### src/rtl/fpoll_pkg.sv
package fpoll_pkg;

  typedef enum logic [2:0] {
    ST_IDLE   = 3'd0,
    ST_ARM    = 3'd1,
    ST_ISSUE  = 3'd2,
    ST_WAIT   = 3'd3,
    ST_SETTLE = 3'd4,
    ST_FIN    = 3'd5
  } fpoll_state_e;

  // Returns the strobe count required before polling is legal.
  function automatic int unsigned strobes_needed(input logic erase,
                                                 input int unsigned prog_n,
                                                 input int unsigned erase_n);
    return erase ? erase_n : prog_n;
  endfunction

endpackage

### src/rtl/fpoll_arm_gate.sv
module fpoll_arm_gate #(
  parameter int PROG_STROBES  = 4,
  parameter int ERASE_STROBES = 6
) (
  input  logic clk,
  input  logic rst_n,
  input  logic strobe,
  input  logic clr,
  input  logic erase,
  output logic armed
);
  import fpoll_pkg::*;

  localparam int MAXN = (PROG_STROBES > ERASE_STROBES) ? PROG_STROBES : ERASE_STROBES;
  localparam int CW   = $clog2(MAXN + 1);

  logic [CW-1:0] cnt_q, cnt_d;
  logic          sat;

  assign sat = (cnt_q == CW'(MAXN));

  always_comb begin
    cnt_d = cnt_q;
    if (clr) begin
      cnt_d = '0;
    end else if (strobe && !sat) begin
      cnt_d = cnt_q + CW'(1);
    end
  end

  always_ff @(posedge clk or negedge rst_n) begin
    if (!rst_n) begin
      cnt_q <= '0;
    end else begin
      cnt_q <= cnt_d;
    end
  end

  assign armed = (cnt_q >= CW'(strobes_needed(erase, PROG_STROBES, ERASE_STROBES)));

endmodule

### src/rtl/fpoll_status_judge.sv
module fpoll_status_judge (
  input  logic clk,
  input  logic rst_n,
  input  logic restart,
  input  logic sample,
  input  logic data_bit,
  input  logic tog_bit,
  input  logic use_toggle,
  input  logic op_erase,
  input  logic exp_bit,
  output logic looks_done
);

  logic prev_q, prev_d;
  logic have_q, have_d;
  logic target;
  logic ok_data, ok_tog;

  assign target  = op_erase ? 1'b1 : exp_bit;
  assign ok_data = (data_bit == target);
  assign ok_tog  = have_q && (tog_bit == prev_q);

  assign looks_done = use_toggle ? ok_tog : ok_data;

  always_comb begin
    prev_d = prev_q;
    have_d = have_q;
    if (restart) begin
      have_d = 1'b0;
    end else if (sample) begin
      prev_d = tog_bit;
      have_d = 1'b1;
    end
  end

  always_ff @(posedge clk or negedge rst_n) begin
    if (!rst_n) begin
      prev_q <= 1'b0;
      have_q <= 1'b0;
    end else begin
      prev_q <= prev_d;
      have_q <= have_d;
    end
  end

endmodule

### src/rtl/fpoll_tick_counter.sv
module fpoll_tick_counter #(
  parameter int LIMIT = 50
) (
  input  logic clk,
  input  logic rst_n,
  input  logic clr,
  input  logic en,
  output logic last,
  output logic full
);

  localparam int CW = $clog2(LIMIT + 1);

  logic [CW-1:0] cnt_q, cnt_d;

  assign full = (cnt_q == CW'(LIMIT));
  assign last = (cnt_q == CW'(LIMIT - 1));

  always_comb begin
    cnt_d = cnt_q;
    if (clr) begin
      cnt_d = '0;
    end else if (en && !full) begin
      cnt_d = cnt_q + CW'(1);
    end
  end

  always_ff @(posedge clk or negedge rst_n) begin
    if (!rst_n) begin
      cnt_q <= '0;
    end else begin
      cnt_q <= cnt_d;
    end
  end

endmodule

### src/rtl/fpoll_engine.sv
module fpoll_engine #(
  parameter int AW            = 20,
  parameter int DW            = 16,
  parameter int DBIT          = 7,
  parameter int TBIT          = 6,
  parameter int PROG_STROBES  = 4,
  parameter int ERASE_STROBES = 6,
  parameter int CONFIRM_READS = 2,
  parameter int TIMEOUT_CYC   = 400,
  parameter int SETTLE_CYC    = 50
) (
  input  logic          clk,
  input  logic          rst_n,
  input  logic          start,
  input  logic          op_erase,
  input  logic          meth_toggle,
  input  logic [AW-1:0] poll_addr,
  input  logic [DW-1:0] exp_data,
  input  logic          wr_strobe,
  output logic          rd_req,
  output logic [AW-1:0] rd_addr,
  input  logic          rsp_valid,
  input  logic [DW-1:0] rsp_data,
  output logic          busy,
  output logic          done,
  output logic          err
);
  import fpoll_pkg::*;

  localparam int CFW = $clog2(CONFIRM_READS + 1);

  fpoll_state_e  state_q, state_d;
  logic [CFW-1:0] conf_q, conf_d;
  logic          err_q, err_d;
  logic [AW-1:0] addr_q;
  logic          erase_q, toggle_q, exp_q;

  logic accept;
  logic armed;
  logic sample;
  logic looks_done;
  logic tmo;
  logic tmo_last_unused;
  logic settle_last;
  logic settle_full_unused;
  logic poll_en;
  logic rd_go;
  logic unused_bits;

  assign accept  = (state_q == ST_IDLE) && start;
  assign sample  = (state_q == ST_WAIT) && rsp_valid;
  assign poll_en = (state_q == ST_ARM) || (state_q == ST_ISSUE) || (state_q == ST_WAIT);

  // Only the status bits of the words are judged.
  assign unused_bits = &{1'b0, rsp_data, exp_data};

  fpoll_arm_gate #(
    .PROG_STROBES (PROG_STROBES),
    .ERASE_STROBES(ERASE_STROBES)
  ) u_gate (
    .clk   (clk),
    .rst_n (rst_n),
    .strobe(wr_strobe),
    .clr   (state_q == ST_FIN),
    .erase (erase_q),
    .armed (armed)
  );

  fpoll_status_judge u_judge (
    .clk       (clk),
    .rst_n     (rst_n),
    .restart   (accept),
    .sample    (sample),
    .data_bit  (rsp_data[DBIT]),
    .tog_bit   (rsp_data[TBIT]),
    .use_toggle(toggle_q),
    .op_erase  (erase_q),
    .exp_bit   (exp_q),
    .looks_done(looks_done)
  );

  fpoll_tick_counter #(.LIMIT(TIMEOUT_CYC)) u_timeout (
    .clk  (clk),
    .rst_n(rst_n),
    .clr  (accept),
    .en   (poll_en),
    .last (tmo_last_unused),
    .full (tmo)
  );

  fpoll_tick_counter #(.LIMIT(SETTLE_CYC)) u_settle (
    .clk  (clk),
    .rst_n(rst_n),
    .clr  (state_q != ST_SETTLE),
    .en   (state_q == ST_SETTLE),
    .last (settle_last),
    .full (settle_full_unused)
  );

  // Next-state logic
  always_comb begin
    state_d = state_q;
    conf_d  = conf_q;
    err_d   = err_q;
    rd_go   = 1'b0;
    unique case (state_q)
      ST_IDLE: begin
        if (start) begin
          state_d = ST_ARM;
          conf_d  = '0;
          err_d   = 1'b0;
        end
      end
      ST_ARM: begin
        if (tmo) begin
          state_d = ST_FIN;
          err_d   = 1'b1;
        end else if (armed) begin
          state_d = ST_ISSUE;
        end
      end
      ST_ISSUE: begin
        if (tmo) begin
          state_d = ST_FIN;
          err_d   = 1'b1;
        end else begin
          rd_go   = 1'b1;
          state_d = ST_WAIT;
        end
      end
      ST_WAIT: begin
        if (rsp_valid) begin
          state_d = ST_ISSUE;
          if (looks_done) begin
            if (conf_q == CFW'(CONFIRM_READS)) begin
              state_d = ST_SETTLE;
            end else begin
              conf_d = conf_q + CFW'(1);
            end
          end else begin
            conf_d = '0;
          end
        end
      end
      ST_SETTLE: begin
        if (settle_last) begin
          state_d = ST_FIN;
        end
      end
      ST_FIN: begin
        state_d = ST_IDLE;
      end
      default: begin
        state_d = ST_IDLE;
      end
    endcase
  end

  // Control registers
  always_ff @(posedge clk or negedge rst_n) begin
    if (!rst_n) begin
      state_q <= ST_IDLE;
      conf_q  <= '0;
      err_q   <= 1'b0;
    end else begin
      state_q <= state_d;
      conf_q  <= conf_d;
      err_q   <= err_d;
    end
  end

  // Request capture, enabled on acceptance only
  always_ff @(posedge clk or negedge rst_n) begin
    if (!rst_n) begin
      addr_q   <= '0;
      erase_q  <= 1'b0;
      toggle_q <= 1'b0;
      exp_q    <= 1'b0;
    end else if (accept) begin
      addr_q   <= poll_addr;
      erase_q  <= op_erase;
      toggle_q <= meth_toggle;
      exp_q    <= exp_data[DBIT];
    end
  end

  assign rd_req  = rd_go;
  assign rd_addr = addr_q;
  assign busy    = (state_q != ST_IDLE) && (state_q != ST_FIN);
  assign done    = (state_q == ST_FIN);
  assign err     = (state_q == ST_FIN) && err_q;

endmodule

### config.mk
export PLATFORM = sky130hd
export DESIGN_NAME = fpoll_engine
export DESIGN_NICKNAME = d
export VERILOG_FILES = /design/src/rtl/fpoll_pkg.sv /design/src/rtl/fpoll_arm_gate.sv /design/src/rtl/fpoll_status_judge.sv /design/src/rtl/fpoll_tick_counter.sv /design/src/rtl/fpoll_engine.sv
export SDC_FILE = /design/constraint.sdc
export NUM_CORES = 1
export LEC_CHECK = 0
export BUFFER_PORTS_ARGS = -buffer_cell sky130_fd_sc_hd__buf_4
export CAP_MARGIN = 30
export CELL_PAD_IN_SITES_DETAIL_PLACEMENT = 0
export CELL_PAD_IN_SITES_GLOBAL_PLACEMENT = 2
export CORE_ASPECT_RATIO = 2
export CORE_MARGIN = 4
export CORE_UTILIZATION = 32
export CTS_BUF_LIST = sky130_fd_sc_hd__clkbuf_8
export CTS_CLUSTER_SIZE = 24
export DETAILED_ROUTE_END_ITERATION = 6
export MAX_ROUTING_LAYER = met4
export PLACE_DENSITY_LB_ADDON = 0.1
export SYNTH_ARGS = -nofsm -noshare
export SYNTH_HDL_FRONTEND = slang
export SYNTH_HIERARCHICAL = 1
export SYNTH_SLANG_ARGS = --single-unit
### constraint.sdc
create_clock -name clk -period 2.5 [get_ports clk]
set_input_delay 0.125 -clock clk [delete_from_list [all_inputs] [get_ports clk]]
set_output_delay 0.125 -clock clk [all_outputs]
set_load 0.01 [all_outputs]
==> impl_results.md <==
* Status: completed
* Initial DRC Count at 77
* Row count at 45
* Vias in the first global route at 1913
* Pin count of the biggest net entering global routing at 50
* Max_cap viols at 0
* Layout cells sized above 1 at 29.7%
* Crit path kind: reg -> out
* Final GP Congestion at 0.716
* GR Util All Layers at 13.3%
* Post-DP HPWL at 4.31 mm
* Worst Path Arrival at 1.89 ns
* N_diodes at 0
* # Post-CTS Setup Buffers at 0
* CTS resizes at 0
* Clock skew at 0.00937 ns
* VDD IR max at 201 uV
* FMAX at 0.497 GHz
* Initial antenna violation count at 0
* Leak pwr at 0.00159 uW
* Die area at 0.00956 mm^2
* Via count at 1899
* Setup-failing EPs final at 0
* Global-route wire length before repair at 9.63 mm
* DR DRC count at 0
* H-tree depth at 2
* GR Util met2 at 23.8%
* Startpoint types: flop
* GR met1 Demand/Resource at 13.9%
* Worst-Margin Slew at 0.647 ns
* Boundary Pins at 83
* Syn nets at 297
* PwrDens at 500 mW/mm^2
* CTS max path bufs at 2
* Cells after Synth at 229
* First-pass detailed-route iteration total at 4
* Minimum clock period at 2.01 ns
* Input/output buffers at 53
* Clock transition at path regs at 0.09 ns
* CTS tree: built
* Synthesized area at 0.00255 mm^2
* Grt ovf at 0
* CTS Sinks at 49
* Die H at 134 um
* RSZ-0062 raised after global routing: no
* Worst-Skew Late Latency at 0.31 ns
* Antenna Nets Post-Route at 0
* Hold_buf cts at 1
* Worst EP required at 2.38 ns
* Final wirelength at 5.79 mm
* Final instance area at 0.00321 mm^2
* Initial Util at 33.1%
* Hold Vio Cnt, Final at 0
* Met3 usage at 2.55%
* Tcrit/Tclk final at 80.6%
* Clk root buf: clkbuf_8
* YS warnings at 6
* DP Area at 0.00309 mm^2
* Worst Hold Class: in -> reg
* Avg WL per Cell at 15.0 um
* Crit path max fanout at 5
* CTS Buf Count at 5
* Vias per inst at 4.91
* Slew HR at 56.9%
* Synthesized area per cell at 11.2 um^2
* Fin nets at 360
* Die X at 71.2 um
* Global routing's busiest layer: met2
* Core Area at 0.00771 mm^2
* Max-slew violation count at 0
* Crit path capture type: output port
* P&R area growth vs syn at 25.8%
* Setup_tns at 0 ns
## critical path, cell delays in order (launching register included)
cell and delay, ns:
dfrtp_1 0.42, inv_1 0.08, ha_1 0.20, nand4bb_1 0.18, nor2_1 0.14, nor4b_1 0.38
buf_4 0.19
## where the power goes
group	internal (uW)	switching, uW
clock	323	271
combinational	92.6	69.5
sequential	819	31.2
total	1230	372
## worst paths after layout
path | start | endpoint | slack [ns] | cells past startpoint
max | u_timeout/cnt_q[0] | rd_req | 0.49 | 6
min | poll_addr[18] | rd_addr[18] | 0.03 | 2
max reg2reg | u_timeout/cnt_q[1] | state_q[0] | 0.55 | 8
min reg2reg | rd_addr[18] | rd_addr[18] | 0.49 | 1
max in group asynchronous | rst_n | toggle_q | 1.67 | 2
min in group asynchronous | rst_n | rd_addr[10] | 0.37 | 2
## stage by stage
| stage | hold WS (ns) | utilization [%] | worst slack [ns] | power (uW) | instances |
|---|---|---|---|---|---|
| after detailed placement | 0.205 | 40.0 | 0.542 | 1030 | 378 |
| final | 0.0271 | 41.7 | 0.486 | 1610 | 387 |
| after floorplan | -0.171 | - | 0.654 | 954 | 229 |
| after global placement | 0.202 | 40.0 | 0.513 | 1030 | 378 |
| after CTS | 0.0105 | 41.7 | 0.436 | 1650 | 387 |
| after global routing | 0.0111 | 41.7 | 0.312 | 1700 | 387 |
## state kept, by name, indices dropped and copies added, names as in the netlist
| signal | count |
|---|---|
| exp_q | 1 |
| rd_addr | 20 |
| u_judge/have_q | 1 |
| state_q | 3 |
| u_timeout/cnt_q | 9 |
| toggle_q | 1 |
| u_settle/cnt_q | 6 |
| u_judge/prev_q | 1 |
| u_gate/cnt_q | 3 |
| erase_q | 1 |
| err_q | 1 |
| conf_q | 2 |
## routing by layer
metal,vias to the layer above,share of wire (%)
met5,-,0
met4,0,1.9
met3,7,3.9
met2,34,57
met1,911,38
li1,947,-
## cells in the final DEF, fill, tap and decap left out, types with 2 or more instances in the layout
| cell type | instances |
|---|---|
| a21oi_1 | 11 |
| a31oi_1 | 2 |
| and2_1 | 2 |
| and2_2 | 2 |
| buf_4 | 61 |
| clkbuf_8 | 6 |
| dfrtp_1 | 49 |
| ha_1 | 9 |
| inv_1 | 14 |
| mux2_1 | 25 |
| mux2_2 | 4 |
| nand2_1 | 18 |
| nand3_1 | 3 |
| nand4_1 | 5 |
| nand4bb_1 | 2 |
| nor2_1 | 17 |
| nor2b_1 | 3 |
| nor3_1 | 4 |
| nor3b_1 | 3 |
| nor4b_1 | 4 |
| o2111ai_1 | 2 |
| o21a_1 | 2 |
| o21ai_0 | 2 |
| o21bai_1 | 3 |
| o31ai_1 | 3 |
| or3_1 | 3 |
| or4_1 | 3 |
| xnor2_1 | 2 |
| xor2_1 | 4 |
## cell type report
| type | instances | area, um^2 |
|---|---|---|
| Clock inverter | 2 | 33.8 |
| Multi-Input combinational cell | 160 | 1230 |
| Tap cell | 94 | 118 |
| Sequential cell | 49 | 1230 |
| Fill cell | 757 | 4500 |
| Clock buffer | 6 | 82.6 |
| Timing Repair Buffer | 62 | 468 |
| Inverter | 14 | 52.6 |
Note: power is estimated with default switching activity, not from simulation.
